`config.mk`:
```
export PLATFORM = sky130hd
export DESIGN_NAME = fwd_multipath_decoder
export DESIGN_NICKNAME = d
export VERILOG_FILES = /design/src/rtl/fmpd_pkg.sv /design/src/rtl/fmpd_lookahead.sv /design/src/rtl/fmpd_path.sv /design/src/rtl/fwd_multipath_decoder.sv
export SDC_FILE = /design/constraint.sdc
export NUM_CORES = 1
export LEC_CHECK = 0
export BUFFER_PORTS_ARGS = -buffer_cell sky130_fd_sc_hd__buf_2
export CAP_MARGIN = 5
export CORE_MARGIN = 2
export CORE_UTILIZATION = 40
export CTS_CLUSTER_DIAMETER = 50
export DETAILED_ROUTE_END_ITERATION = 10
export GPL_ROUTABILITY_DRIVEN = 0
export GPL_TIMING_DRIVEN = 0
export PLACE_DENSITY = 0.74
export SLEW_MARGIN = 20
export SYNTH_ARGS = -nofsm -noshare
export SYNTH_HDL_FRONTEND = slang
export SYNTH_SLANG_ARGS = --single-unit
export TNS_END_PERCENT = 50
```
`constraint.sdc`:
```
create_clock -name clk -period 1.7 [get_ports clk]
set_input_delay 0.085 -clock clk [delete_from_list [all_inputs] [get_ports clk]]
set_output_delay 0.085 -clock clk [all_outputs]
set_load 0.02 [all_outputs]
```
`src/rtl/fmpd_pkg.sv`:
```
// Package: shared pair and symbol types plus the trellis helper functions.
// Assumes bit 1 of every pair is the first received bit.
package fmpd_pkg;

    localparam int PAIR_W    = 2;
    localparam int NUM_PATHS = 3;

    typedef logic [PAIR_W-1:0] pair_t;

    typedef struct packed {
        logic ok;   // 0 marks a discarded symbol
        logic val;  // decoded bit
    } sym_t;

    typedef enum logic [1:0] {
        PATH_REPAIR = 2'd0,
        PATH_NBR    = 2'd1,
        PATH_ERASE  = 2'd2
    } path_e;

    typedef enum logic [1:0] {
        STEP_FIRST = 2'd0,
        STEP_MID   = 2'd1,
        STEP_LAST  = 2'd2
    } step_e;

    // Legal trellis step: the parity of cur must differ from prv's first bit.
    function automatic logic pair_follows(input pair_t prv, input pair_t cur);
        return (cur[1] ^ cur[0]) != prv[1];
    endfunction

    // Legal successor of prv whose first bit is d.
    function automatic pair_t successor(input pair_t prv, input logic d);
        return {d, d ^ ~prv[1]};
    endfunction

    // Repaired first pair: keep 01/10, else choose from the second pair's parity.
    function automatic pair_t first_fix(input pair_t first, input pair_t second);
        if (first[1] ^ first[0])
            return first;
        return (second[1] ^ second[0]) ? 2'b01 : 2'b10;
    endfunction

endpackage

```
`src/rtl/fmpd_lookahead.sv`:
```
// Lookahead buffer: holds one pair until the following pair (or frame end)
// is known, then issues one decode step. Assumes every frame begins with
// in_sof and that a frame's pairs are not interleaved with another frame.
module fmpd_lookahead
    import fmpd_pkg::*;
(
    input  logic  clk,
    input  logic  rst_n,
    input  logic  in_valid,
    input  pair_t in_pair,
    input  logic  in_sof,
    input  logic  in_eof,
    output logic  step,
    output step_e step_kind,
    output logic  step_sof,
    output logic  step_eof,
    output pair_t cur_pair,
    output pair_t nxt_pair
);

    pair_t buf_pair;
    logic  buf_full;
    logic  buf_first;
    logic  buf_last;

    // Step whenever the held pair has its follower or is the frame's last.
    always_comb begin : step_select
        step      = buf_full && (buf_last || in_valid);
        step_sof  = buf_first;
        step_eof  = buf_last;
        cur_pair  = buf_pair;
        nxt_pair  = in_pair;
        if (buf_last)
            step_kind = STEP_LAST;
        else if (buf_first)
            step_kind = STEP_FIRST;
        else
            step_kind = STEP_MID;
    end

    // Buffer update: a pending last pair always drains, freeing the slot.
    always_ff @(posedge clk) begin : buffer_update
        if (!rst_n) begin
            buf_pair  <= '0;
            buf_full  <= 1'b0;
            buf_first <= 1'b0;
            buf_last  <= 1'b0;
        end else if (in_valid) begin
            buf_pair  <= in_pair;
            buf_full  <= 1'b1;
            buf_first <= in_sof;
            buf_last  <= in_eof;
        end else if (buf_last) begin
            buf_full  <= 1'b0;
            buf_first <= 1'b0;
            buf_last  <= 1'b0;
        end
    end

    // an accepted end pair is decoded in the very next cycle.
    assert_eof_drains_R9: assert property (@(posedge clk) disable iff (!rst_n)
        (in_valid && in_eof) |=> (step && step_eof));

endmodule

```
`src/rtl/fmpd_path.sv`:
```
// One decoding path. MODE picks the rule used for interior pairs. The first
// and last pairs use shared rules. The path keeps its own preceding pair,
// which is the rewritten pair where the rule rewrites. Output is registered.
module fmpd_path
    import fmpd_pkg::*;
#(
    parameter path_e MODE = PATH_REPAIR
) (
    input  logic  clk,
    input  logic  rst_n,
    input  logic  step,
    input  step_e kind,
    input  pair_t cur,
    input  pair_t nxt,
    output sym_t  sym_q
);

    pair_t prev_q;
    pair_t mid_pair;
    logic  mid_ok;
    pair_t new_prev;
    sym_t  sym_d;

    generate
        if (MODE == PATH_REPAIR) begin : g_repair
            // Keep a legal pair, else rebuild it with the bit chosen by the next pair.
            always_comb begin : repair_rule
                if (pair_follows(prev_q, cur))
                    mid_pair = cur;
                else
                    mid_pair = successor(prev_q, ~(nxt[1] ^ nxt[0]));
                mid_ok = 1'b1;
            end
            // the stored preceding pair always steps legally.
            assert_rewrite_legal_R8: assert property (@(posedge clk) disable iff (!rst_n)
                (step && kind == STEP_MID) |=> pair_follows($past(prev_q), prev_q));
        end else if (MODE == PATH_NBR) begin : g_nbr
            // Bit from the pair's own parity, rewritten onto the trellis.
            always_comb begin : nbr_rule
                mid_pair = successor(prev_q, ~(cur[1] ^ cur[0]));
                mid_ok   = 1'b1;
            end
            // neighbour rewrites are legal successors.
            assert_nbr_legal_R6: assert property (@(posedge clk) disable iff (!rst_n)
                (step && kind == STEP_MID) |=> pair_follows($past(prev_q), prev_q));
        end else begin : g_erase
            // Pass the first bit and mark an illegal step as discarded.
            always_comb begin : erase_rule
                mid_pair = cur;
                mid_ok   = pair_follows(prev_q, cur);
            end
            // an illegal received step leaves a discarded symbol.
            assert_erase_marks_x_R5: assert property (@(posedge clk) disable iff (!rst_n)
                (step && kind == STEP_MID && !pair_follows(prev_q, cur)) |=> !sym_q.ok);
        end
    endgenerate

    // Choose the frame-end rule or the interior rule for this step.
    always_comb begin : step_rule
        case (kind)
            STEP_FIRST: begin
                new_prev = first_fix(cur, nxt);
                sym_d.ok = 1'b1;
            end
            STEP_LAST: begin
                new_prev = cur;
                sym_d.ok = 1'b1;
            end
            default: begin
                new_prev = mid_pair;
                sym_d.ok = mid_ok;
            end
        endcase
        sym_d.val = new_prev[1];
    end

    // Register the symbol and the preceding pair on each step.
    always_ff @(posedge clk) begin : path_state
        if (!rst_n) begin
            sym_q  <= '0;
            prev_q <= '0;
        end else if (step) begin
            sym_q  <= sym_d;
            prev_q <= new_prev;
        end
    end

endmodule

```
`src/rtl/fwd_multipath_decoder.sv`:
```
// Top: a lookahead buffer feeding three parallel decoding paths (repair,
// neighbour, erasure). The paths emit aligned symbols with shared frame
// flags. Assumes frames of one or more pairs, each opened by in_sof.
module fwd_multipath_decoder
    import fmpd_pkg::*;
(
    input  logic       clk,
    input  logic       rst_n,
    input  logic       in_valid,
    input  logic [1:0] in_pair,
    input  logic       in_sof,
    input  logic       in_eof,
    output logic       out_valid,
    output logic       out_sof,
    output logic       out_eof,
    output logic       out_rep_bit,
    output logic       out_rep_ok,
    output logic       out_nbr_bit,
    output logic       out_nbr_ok,
    output logic       out_era_bit,
    output logic       out_era_ok
);

    logic  step;
    step_e step_kind;
    logic  step_sof;
    logic  step_eof;
    pair_t cur_pair;
    pair_t nxt_pair;
    sym_t  path_sym [NUM_PATHS];

    fmpd_lookahead u_look (
        .clk      (clk),
        .rst_n    (rst_n),
        .in_valid (in_valid),
        .in_pair  (in_pair),
        .in_sof   (in_sof),
        .in_eof   (in_eof),
        .step     (step),
        .step_kind(step_kind),
        .step_sof (step_sof),
        .step_eof (step_eof),
        .cur_pair (cur_pair),
        .nxt_pair (nxt_pair)
    );

    for (genvar g = 0; g < NUM_PATHS; g++) begin : g_path
        fmpd_path #(.MODE(path_e'(g))) u_path (
            .clk  (clk),
            .rst_n(rst_n),
            .step (step),
            .kind (step_kind),
            .cur  (cur_pair),
            .nxt  (nxt_pair),
            .sym_q(path_sym[g])
        );
    end

    // Frame flags registered in step with the path symbols.
    always_ff @(posedge clk) begin : out_flags
        if (!rst_n) begin
            out_valid <= 1'b0;
            out_sof   <= 1'b0;
            out_eof   <= 1'b0;
        end else begin
            out_valid <= step;
            out_sof   <= step && step_sof;
            out_eof   <= step && step_eof;
        end
    end

    assign out_rep_bit = path_sym[PATH_REPAIR].val;
    assign out_rep_ok  = path_sym[PATH_REPAIR].ok;
    assign out_nbr_bit = path_sym[PATH_NBR].val;
    assign out_nbr_ok  = path_sym[PATH_NBR].ok;
    assign out_era_bit = path_sym[PATH_ERASE].val;
    assign out_era_ok  = path_sym[PATH_ERASE].ok;

    // frame-end positions are valid on every path.
    assert_ends_valid_R4: assert property (@(posedge clk) disable iff (!rst_n)
        (out_valid && (out_sof || out_eof)) |-> (out_rep_ok && out_nbr_ok && out_era_ok));

    // the first position is decoded identically by all paths.
    assert_first_shared_R3: assert property (@(posedge clk) disable iff (!rst_n)
        (out_valid && out_sof) |-> (out_rep_bit == out_nbr_bit && out_nbr_bit == out_era_bit));

    // repair and neighbour paths never discard.
    assert_no_discard_R7: assert property (@(posedge clk) disable iff (!rst_n)
        out_valid |-> (out_rep_ok && out_nbr_ok));

    // in a multi-pair frame the last position directly follows an output.
    assert_last_follows_R9: assert property (@(posedge clk) disable iff (!rst_n)
        (out_valid && out_eof && !out_sof) |-> $past(out_valid));

endmodule

```
## After elaboration in Yosys (flattened, before gate mapping)

Index checks and enable logic that the tools add are counted.

| word-level totals | value |
|---|---|
| register bits after elaboration | 19 |
| bits in latches | 0 |
| bits in writable memories | 0 |
| bits in read-only memories | 0 |
| output and inout bits | 9 |
| word-level logic and storage cells | 49 |
| memories kept | 0 |

| cells by class | value |
|---|---|
| $add $sub $neg | 0 |
| multiply operators | 0 |
| divide/modulo/power cells | 0 |
| order comparisons | 0 |
| equal/unequal tests | 3 |
| shifts and indexed selects | 0 |
| muxes and demuxes | 15 |
| bitwise logic cells | 8 |
| reduce and logical (&&, ||, !) cells | 8 |

Operators with widths:

| cell | number |
|---|---|
| $mux W2 | 6 |
| $pmux W2 S2 | 2 |
| $mux W1 | 7 |
| $not A1 Y1 | 4 |
| $xor A1 B1 Y1 | 4 |
| $logic_and A1 B1 Y1 | 3 |
| $eq A2 B2 Y1 const B | 1 |
| $logic_not A2 Y1 | 1 |
| $ne A1 B1 Y1 | 2 |
| $reduce_and A2 Y1 | 1 |
| $reduce_bool A2 Y1 | 1 |
| $reduce_or A2 Y1 | 1 |
| $logic_or A1 B1 Y1 | 1 |

## Depth between registers and ports, before layout

Gate-level depths: netlist of run 1.

| depth | value |
|---|---|
| word-level depth | 6 |
| gate-level depth with buffers | 5 |
| gate-level depth less buffers | 4 |

## Hierarchy

A second synthesis of run 1 with hierarchy kept.

| unflattened totals | value |
|---|---|
| cells, all modules | 66 |
| area total of the unflattened synthesis | 641.9 sq um |

Modules (own cells, without submodules):

| module | times used | cells an instance | area an instance (sq um) | sequential area each (sq um) |
|---|---|---|---|---|
| fmpd_lookahead | 1 | 20 | 217.7 | 100.1 |
| fmpd_path (g_path[0].u_path) | 1 | 14 | 122.6 | 40.0 |
| fmpd_path (g_path[1].u_path) | 1 | 13 | 111.4 | 40.0 |
| fmpd_path (g_path[2].u_path) | 1 | 13 | 110.1 | 40.0 |
| fwd_multipath_decoder | 1 | 6 | 80.1 | 60.1 |

## Least setup slack after synthesis of run 1

OpenSTA, ideal clock, no wires.

| timing | value |
|---|---|
| path type | flip-flop to flip-flop |
| from | register u_look.buf_pair[0] (netlist: u_look.cur_pair[0]) |
| to | register g_path[0].u_path.prev_q[1] |
| setup time | 0.122 ns |
| arrival time | 1.150 ns |
| slack | 0.429 ns |
| cell stages (with the launch flop) | 6 |
| path buffers | 1 |
| cell sequence | dfxtp_1 buf_6 xor3_1 o221ai_1 and3_1 a21oi_2 |

| on the way | value |
|---|---|
| longest elaborated chain between the ends | 5 |
| elaborated cells between the ends (all ways) | 7 |
| classes of those cells | eq/ne (1); mux (5); bitwise (1) |

RTL lines:

| item | RTL line | RTL |
|---|---|---|
| start: declaration | fmpd_lookahead.sv:21 | `pair_t buf_pair;` |
| start signal: assignment | fmpd_lookahead.sv:49 | `buf_pair <= in_pair;` |
| $xor A1 B1 Y1 * | fmpd_pkg.sv:29, fmpd_pkg.sv:39 |  |
| $mux W1 | fmpd_pkg.sv:39 | `if (first[1] ^ first[0])` |
| $mux W1 | fmpd_path.sv:60 | `case (kind)` |
| $mux W2 | fmpd_pkg.sv:41 | `return (second[1] ^ second[0]) ? 2'b01 : 2'b10;` |
| $pmux W2 S2 * | fmpd_path.sv:60 |  |
| end signal: assignment | fmpd_path.sv:84 | `prev_q <= new_prev;` |
| end: declaration | fmpd_path.sv:18 | `pair_t prev_q;` |

Every way passes the cells marked *; elsewhere a longest branch is shown, timed or not. The select of a mux whose other input is x is not followed.
A chain may end at the register's enable or synchronous reset.

## Worst setup path after layout of run 1

Same ends and word-level chain as after synthesis.

==> run_summary.xml, run 1 <==
<?xml version="1.0" encoding="UTF-8"?>
<metrics>
  <group name="outcome">
    <metric name="result_of_the_run" unit="">completed</metric>
  </group>
  <group name="clock_network">
    <metric name="clk_root_buffer_cell" unit="">sky130_fd_sc_hd__clkbuf_4</metric>
    <metric name="clk_latency" unit="ns">0.27</metric>
    <metric name="worst_setup_hold_path_clk_slew" unit="ns">0.08</metric>
    <metric name="tritoncts_buffers" unit="">3</metric>
    <metric name="cts_repair_resize_count" unit="">0</metric>
    <metric name="cts.htree.levels" unit="">1</metric>
    <metric name="clock_tree_from_tritoncts" unit="">built</metric>
    <metric name="cts.sinks" unit="">13</metric>
    <metric name="clock_path_buffers" unit="">2</metric>
    <metric name="post-cts-setup-buffer-count" unit="">0</metric>
    <metric name="post_cts_hold_buffer_count" unit="">0</metric>
  </group>
  <group name="die">
    <metric name="fp.dieH" unit="um">43.1</metric>
    <metric name="core" unit="sq um">1470</metric>
    <metric name="std_cell_rows" unit="">14</metric>
    <metric name="start_util" unit="">0.415</metric>
    <metric name="dieArea" unit="sq um">1860</metric>
    <metric name="die-width" unit="um">43.1</metric>
    <metric name="io_pins" unit="">16</metric>
  </group>
  <group name="logic_synthesis">
    <metric name="synth_adder_area_share" unit="">0</metric>
    <metric name="synth.ff_latch_count" unit="">13</metric>
    <metric name="post_synth_instance_area" unit="sq um">611</metric>
    <metric name="synth.yosys.seq_area_share" unit="">0.426</metric>
    <metric name="synth-warning-count" unit="">0</metric>
    <metric name="syn_area_per_cell" unit="sq um">9.39</metric>
    <metric name="post_synth_num_cell_types" unit="">27</metric>
    <metric name="synthesis.nets" unit="">72</metric>
    <metric name="synth.area.mux_share" unit="">0.0328</metric>
    <metric name="synthesis.instances" unit="">65</metric>
    <metric name="dominant_combinational_cell_family_by_area_after_synthesis" unit="">simple AND/OR/NAND/NOR gates</metric>
    <metric name="synthSimpleGateAreaFrac" unit="">0.180</metric>
    <metric name="synth_compound_area_frac" unit="">0.162</metric>
    <metric name="synth_xor_area_frac" unit="">0.127</metric>
  </group>
  <group name="worst_setup_path">
    <metric name="crit_fanout" unit="">7</metric>
    <metric name="critical_path.slowest_cell" unit="">sky130_fd_sc_hd__xor3_1</metric>
    <metric name="data_required_time_at_the_worst_endpoint" unit="ns">1.86</metric>
    <metric name="setup.worst_path.start_class" unit="">flip-flop</metric>
    <metric name="timing.critical_path.cells" unit="">buf_6, xor3_1, o221ai_1, and3_1, a21oi_2</metric>
    <metric name="worstSetupPathType" unit="">reg -&gt; reg</metric>
    <metric name="worst_path_largest_cell_delay" unit="ns">0.39</metric>
    <metric name="rrSetupSlack" unit="ns">0.36</metric>
    <metric name="timing.critical_path.arrival" unit="ns">1.50</metric>
    <metric name="end_kind" unit="">flip-flop</metric>
  </group>
  <group name="timing">
    <metric name="timing.slew.headroom" unit="">0.765</metric>
    <metric name="achievable-frequency" unit="MHz">744</metric>
    <metric name="layout_min_cycle_time" unit="ns">1.34</metric>
    <metric name="setup_skew_after_layout" unit="ns">0.00594</metric>
    <metric name="timing.final.ws_setup" unit="ns">0.356</metric>
    <metric name="max_slew.worst_pin.slew" unit="ns">0.349</metric>
    <metric name="slew_viol_final" unit="">0</metric>
    <metric name="fin_setup_tns" unit="ns">0</metric>
    <metric name="min_period_over_period" unit="">0.791</metric>
    <metric name="hold_viol_final" unit="">0</metric>
    <metric name="setup_viol" unit="">0</metric>
    <metric name="rsz0062_at_grt" unit="">false</metric>
  </group>
  <group name="pwr">
    <metric name="power_leakage" unit="uW">0.000348</metric>
    <metric name="power_density" unit="nW/um^2">888</metric>
    <metric name="largest_voltage_drop_on_the_vdd_net" unit="uV">550</metric>
    <metric name="report.power.total" unit="uW">645</metric>
  </group>
  <group name="global_route">
    <metric name="global_route.usage.met1" unit="">0.150</metric>
    <metric name="grt_max_degree" unit="">10</metric>
    <metric name="aggregate_global_route_resource_usage" unit="">0.135</metric>
    <metric name="vias_in_the_first_global_route" unit="">422</metric>
    <metric name="globalRoute.busiestLayer" unit="">met2</metric>
    <metric name="grtUsageMet2" unit="">0.221</metric>
    <metric name="gr-usage-met3" unit="">0.0638</metric>
    <metric name="global_route_wire_length_before_repair" unit="um">1800</metric>
    <metric name="number_of_antenna_violations_at_the_first_check_in_global_routing" unit="">0</metric>
    <metric name="global_route.overflow_total" unit="">0</metric>
  </group>
  <group name="routing">
    <metric name="route.detailed.wl_per_inst" unit="um">11.0</metric>
    <metric name="drt-total-wl" unit="um">1090</metric>
    <metric name="viasPerCell" unit="">5.04</metric>
    <metric name="drt_pass1_iterations" unit="">2</metric>
    <metric name="vias" unit="">499</metric>
    <metric name="drc" unit="">0</metric>
    <metric name="drt_iter0_markers" unit="">7</metric>
    <metric name="ant_nets" unit="">0</metric>
  </group>
  <group name="layout">
    <metric name="sequential_cell_area" unit="sq um">260</metric>
    <metric name="layout_cell_share_with_drive_strength_beyond_1" unit="">0.313</metric>
    <metric name="utilization" unit="">0.494</metric>
    <metric name="multiInputGateArea" unit="sq um">307</metric>
    <metric name="layout.cells.most_common" unit="">sky130_fd_sc_hd__buf_2</metric>
    <metric name="finish.instance_area" unit="sq um">727</metric>
    <metric name="final_nets" unit="">91</metric>
    <metric name="most_used_cells_in_the_layout_excluding_fill_and_tap_cells" unit="">sky130_fd_sc_hd__buf_2 (15), sky130_fd_sc_hd__nor2_1 (14), sky130_fd_sc_hd__dfxtp_1 (13)</metric>
    <metric name="antenna_cells" unit="">0</metric>
    <metric name="syn2layout_area_growth" unit="%">19.1</metric>
    <metric name="fillers" unit="">154</metric>
  </group>
  <group name="hold_path">
    <metric name="hp-class" unit="">in -&gt; reg</metric>
  </group>
  <group name="place">
    <metric name="placed_cell_area" unit="sq um">701</metric>
    <metric name="place.port_buffers" unit="">14</metric>
    <metric name="post_place_worst_slack" unit="ns">0.362</metric>
  </group>
  <group name="run">
    <metric name="cap_viol_max_count" unit="">0</metric>
  </group>
</metrics>
==> power by group <==
group / internal [uW] / total (uW) / switching [uW] / leakage, uW
clock: 90.7 / 187 / 96.4 / 0.0000150
sequential: 321 / 332 / 10.9 / 0.000107
combinational: 60.2 / 126 / 66.2 / 0.000226
==> metal layers <==
metal / vias up / wire [um]
met1: 228 / 467
li1: 256 / -
met4: 0 / 10
met5: - / 0
met3: 2 / 69
met2: 13 / 542
==> critical path, delay by kind of cell, from the launching register on <==
kind                   cells  cell delay (ns)
XOR/XNOR                   1             0.39
flip-flops                 1             0.33
AO/OA/AOI/OAI              2             0.19
AND/OR/NAND/NOR            1             0.19
buffers and inverters      1             0.12
==> state kept, by name (all words and copies together), names as in the netlist <==
register / count
g_path.u_path.prev_q: 3
g_path.u_path.sym_q: 2
out_eof: 1
out_sof: 1
out_valid: 1
u_look.buf_full: 1
u_look.cur_pair: 2
u_look.step_eof: 1
u_look.step_sof: 1
==> area by class of cell <==
class,instances,area share
Inverter,2,0.0103
Clock buffer,4,0.0361
Buffer,5,0.0499
Timing Repair Buffer,14,0.0964
Tap cell,16,0.0275
Multi-Input combinational cell,45,0.422
Sequential cell,13,0.358
==> logic make-up (layout without fill, tap and decap cells) <==
logic type	count (synthesis)	count (layout)
xor+xnor	5	5
flops	13	13
compound gates	15	15
mux	2	2
simple gates	23	23
buf+inv	7	25
==> path summary, 6_finish.rpt <==
path / cells past startpoint / from / endpoint
worst min-delay path: 2 / in_eof / u_look.step_eof
worst max-delay path: 5 / u_look.cur_pair[0] / g_path[0].u_path.prev_q[1]
worst max register to register: 5 / u_look.cur_pair[0] / g_path[0].u_path.prev_q[1]
worst min register to register: 2 / g_path[2].u_path.prev_q[1] / g_path[2].u_path.prev_q[1]
==> metrics by stage <==
step / hold slack (ns) / cells
after CTS: 0.0460 / 99
after detailed placement: 0.329 / 95
after floorplan: 0.203 / 65
final: 0.0534 / 99
after global routing: 0.0597 / 99
after global placement: 0.318 / 95
==> Yosys cell counts <==
master	n	area share
sky130_fd_sc_hd__nand2_1	1	0.0061
sky130_fd_sc_hd__clkbuf_2	1	0.0082
sky130_fd_sc_hd__o21ai_0	4	0.033
sky130_fd_sc_hd__o211ai_1	1	0.012
sky130_fd_sc_hd__xnor2_4	1	0.045
sky130_fd_sc_hd__o21a_1	2	0.025
sky130_fd_sc_hd__a31oi_1	2	0.020
sky130_fd_sc_hd__a21oi_1	2	0.016
sky130_fd_sc_hd__buf_6	1	0.018
sky130_fd_sc_hd__o22ai_1	1	0.010
sky130_fd_sc_hd__inv_1	2	0.012
sky130_fd_sc_hd__nand2b_1	1	0.010
sky130_fd_sc_hd__nor2b_1	1	0.010
sky130_fd_sc_hd__buf_2	1	0.0082
sky130_fd_sc_hd__nor2_1	14	0.086
sky130_fd_sc_hd__dfxtp_1	13	0.43
sky130_fd_sc_hd__a21oi_2	1	0.014
sky130_fd_sc_hd__buf_4	2	0.025
sky130_fd_sc_hd__mux2i_1	2	0.033
sky130_fd_sc_hd__and2b_2	1	0.014
sky130_fd_sc_hd__nand3b_1	1	0.012
sky130_fd_sc_hd__o221ai_1	1	0.014
sky130_fd_sc_hd__and3_1	4	0.041
sky130_fd_sc_hd__a211o_2	1	0.016
sky130_fd_sc_hd__xor2_1	2	0.029
sky130_fd_sc_hd__xnor2_1	1	0.014
sky130_fd_sc_hd__xor3_1	1	0.039
No activity file was read; power rests on OpenSTA's default activity.
==> run 2, diff against run 1 <==
==> constraint.sdc (replaced) <==
create_clock -name clk -period 1.26 [get_ports clk]
set_input_delay 0.063 -clock clk [delete_from_list [all_inputs] [get_ports clk]]
set_output_delay 0.063 -clock clk [all_outputs]
set_load 0.02 [all_outputs]
==> run 2 against run 1 <==
Against the previous run: sequential cell count is the same; utilization grew 0.85 points; global-route usage shrank 0.088 points; hold slack lost 0.030 ns; die area is the same; power grew 36%; clock-buffer cell count is the same.
==> run_summary.xml, run 2 (same netlist as run 1, synthesis figures left out) <==
<?xml version="1.0" encoding="UTF-8"?>
<metrics>
  <group name="outcome">
    <metric name="result_of_the_run" unit="">completed</metric>
  </group>
  <group name="layout">
    <metric name="finish.cell_count_without_fillers" unit="">99</metric>
    <metric name="final_nets" unit="">91</metric>
    <metric name="layout_cell_share_with_drive_strength_beyond_1" unit="">0.349</metric>
    <metric name="layout.cells.most_common" unit="">sky130_fd_sc_hd__buf_2</metric>
    <metric name="antenna_cells" unit="">0</metric>
    <metric name="fillers" unit="">160</metric>
    <metric name="finish.instance_area" unit="sq um">739</metric>
    <metric name="most_used_cells_in_the_layout_excluding_fill_and_tap_cells" unit="">sky130_fd_sc_hd__buf_2 (15), sky130_fd_sc_hd__nor2_1 (14), sky130_fd_sc_hd__dfxtp_1 (11)</metric>
    <metric name="syn2layout_area_growth" unit="%">21.1</metric>
    <metric name="registers.top_by_ff_count" unit="">g_path.u_path.prev_q</metric>
    <metric name="largest_reg_flops" unit="">3</metric>
  </group>
  <group name="clock_network">
    <metric name="clk_root_buffer_cell" unit="">sky130_fd_sc_hd__clkbuf_4</metric>
    <metric name="clock_path_buffers" unit="">2</metric>
    <metric name="cts.htree.levels" unit="">1</metric>
    <metric name="worst_setup_hold_path_clk_slew" unit="ns">0.07</metric>
    <metric name="cts.sinks" unit="">13</metric>
    <metric name="tritoncts_buffers" unit="">3</metric>
    <metric name="clk_latency" unit="ns">0.27</metric>
    <metric name="clock_tree_from_tritoncts" unit="">built</metric>
  </group>
  <group name="timing">
    <metric name="timing.final.ws_setup" unit="ns">0.0415</metric>
    <metric name="hold_viol_final" unit="">0</metric>
    <metric name="slew_viol_final" unit="">0</metric>
    <metric name="setup_viol" unit="">0</metric>
    <metric name="max_slew.worst_pin.slew" unit="ns">0.339</metric>
    <metric name="layout_min_cycle_time" unit="ns">1.22</metric>
    <metric name="rsz0062_at_grt" unit="">true</metric>
    <metric name="final.hold.worst_slack" unit="ns">0.0239</metric>
    <metric name="timing.slew.headroom" unit="">0.771</metric>
    <metric name="setup_skew_after_layout" unit="ns">0.000383</metric>
    <metric name="achievable-frequency" unit="MHz">821</metric>
    <metric name="min_period_over_period" unit="">0.967</metric>
  </group>
  <group name="place">
    <metric name="post_place_worst_slack" unit="ns">-0.0384</metric>
    <metric name="dp_hpwl" unit="um">776</metric>
    <metric name="place.port_buffers" unit="">14</metric>
    <metric name="numPlacedInstances" unit="">95</metric>
    <metric name="placed_cell_area" unit="sq um">704</metric>
  </group>
  <group name="pwr">
    <metric name="largest_voltage_drop_on_the_vdd_net" unit="uV">983</metric>
    <metric name="power_leakage" unit="uW">0.000350</metric>
    <metric name="report.power.total" unit="uW">875</metric>
    <metric name="power_density" unit="nW/um^2">1180</metric>
    <metric name="comb_power_share" unit="">0.200</metric>
    <metric name="p_switching" unit="uW">235</metric>
    <metric name="p_int" unit="uW">639</metric>
    <metric name="power.share.clock" unit="">0.288</metric>
    <metric name="power.share.sequential" unit="">0.512</metric>
    <metric name="netSwitchingFraction" unit="">0.269</metric>
  </group>
  <group name="global_route">
    <metric name="global_route_wire_length_before_repair" unit="um">1850</metric>
    <metric name="aggregate_global_route_resource_usage" unit="">0.134</metric>
    <metric name="grt_max_degree" unit="">10</metric>
    <metric name="number_of_antenna_violations_at_the_first_check_in_global_routing" unit="">0</metric>
    <metric name="vias_in_the_first_global_route" unit="">452</metric>
    <metric name="global_route.overflow_total" unit="">0</metric>
  </group>
  <group name="routing">
    <metric name="drt_iter0_markers" unit="">2</metric>
    <metric name="route.detailed.wl_per_inst" unit="um">10.5</metric>
    <metric name="ant_nets" unit="">0</metric>
    <metric name="vias" unit="">492</metric>
    <metric name="drc" unit="">0</metric>
    <metric name="drt_pass1_iterations" unit="">4</metric>
    <metric name="drt-total-wl" unit="um">1040</metric>
    <metric name="viasPerCell" unit="">4.97</metric>
  </group>
  <group name="run">
    <metric name="cap_viol_max_count" unit="">0</metric>
  </group>
  <group name="worst_setup_path">
    <metric name="r2r_cells" unit="">4</metric>
    <metric name="crit_start" unit="">g_path[0].u_path.prev_q[1]</metric>
    <metric name="timing.critical_path.cells" unit="">xor3_1, o221ai_2, and3_1, a21oi_2</metric>
    <metric name="timing.critical_path.arrival" unit="ns">1.38</metric>
    <metric name="data_required_time_at_the_worst_endpoint" unit="ns">1.42</metric>
    <metric name="r2r_start" unit="">g_path[0].u_path.prev_q[1]</metric>
    <metric name="rrSetupSlack" unit="ns">0.04</metric>
    <metric name="reg2reg_to" unit="">g_path[0].u_path.prev_q[1]</metric>
    <metric name="setup.worst_path.start_class" unit="">flip-flop</metric>
    <metric name="critical_path.slowest_cell" unit="">sky130_fd_sc_hd__xor3_1</metric>
    <metric name="critical_path.endpoint" unit="">g_path[0].u_path.prev_q[1]</metric>
    <metric name="worst_path_largest_cell_delay" unit="ns">0.40</metric>
    <metric name="crit_fanout" unit="">2</metric>
    <metric name="worstSetupPathType" unit="">reg -&gt; reg</metric>
    <metric name="end_kind" unit="">flip-flop</metric>
  </group>
  <group name="die">
    <metric name="core" unit="sq um">1470</metric>
    <metric name="start_util" unit="">0.415</metric>
    <metric name="fp.dieH" unit="um">43.1</metric>
    <metric name="dieArea" unit="sq um">1860</metric>
    <metric name="std_cell_rows" unit="">14</metric>
    <metric name="die-width" unit="um">43.1</metric>
    <metric name="io_pins" unit="">16</metric>
  </group>
  <group name="hold_path">
    <metric name="hp-class" unit="">in -&gt; reg</metric>
  </group>
</metrics>
[run 2: worst min-delay path by stage]
stage,startpoint,end,slack (ns),cells after the start
3_5_place_dp,in_eof,u_look.step_eof,0.31,2
6_report,in_eof,u_look.step_eof,0.02,2
4_1_cts,in_eof,u_look.step_eof,0.02,2
3_3_place_gp,in_sof,u_look.step_sof,0.29,3
5_1_grt,rst_n,g_path[1].u_path.prev_q[1],0.05,2
2_1_floorplan,rst_n,g_path[1].u_path.prev_q[1],0.18,1
[run 2: metrics by stage]
step	setup TNS, ns	utilization
3_3_place_gp	-0.0131	0.479
4_1_cts	0	0.497
2_1_floorplan	0	-
3_5_place_dp	-0.0384	0.479
6_report	0	0.503
5_1_grt	-0.0765	0.503
[run 2: repair_timing]
| action | 4_1_cts | 5_1_grt |
|---|---|---|
| hold endpoints to repair | 0 | 0 |
| resized for setup | 2 | 5 |
| pin swaps | 3 | 1 |
| hold buffers | 0 | 0 |
| endpoints found under the setup margin | 1 | 3 |
| buffers inserted | 1 | 0 |
[run 2: final cells by class]
cell class                 instances  area [sq um]  area share
buffer                             4          27.5      0.0372
clock buffer                       4          26.3      0.0355
inverter                           2          7.51      0.0102
multi-input combinational         45           313       0.423
sequential                        13           268       0.362
tap                               16          20.0      0.0271
timing repair buffer              15          77.6       0.105
[run 2: critical path, delay by kind of cell, from the launching register on]
kind	cells	cell delay (ns)
compound gates	2	0.18
xor+xnor	1	0.40
flops	1	0.35
simple gates	1	0.18
[run 2: power by group through the flow]
stage	clock network, uW	logic (uW)	registers (uW)
detailed placement	0	172	457
floorplan	0	113	471
finish	252	175	448
CTS	260	169	448
global route	278	195	451
global placement	0	168	456
[run 2: routing by layer]
| metal | GRT usage | wire (um) |
|---|---|---|
| met2 | 0.194 | 474 |
| met4 | 0.0545 | 10 |
| met1 | 0.169 | 493 |
| met5 | 0 | 0 |
| met3 | 0.0681 | 62 |
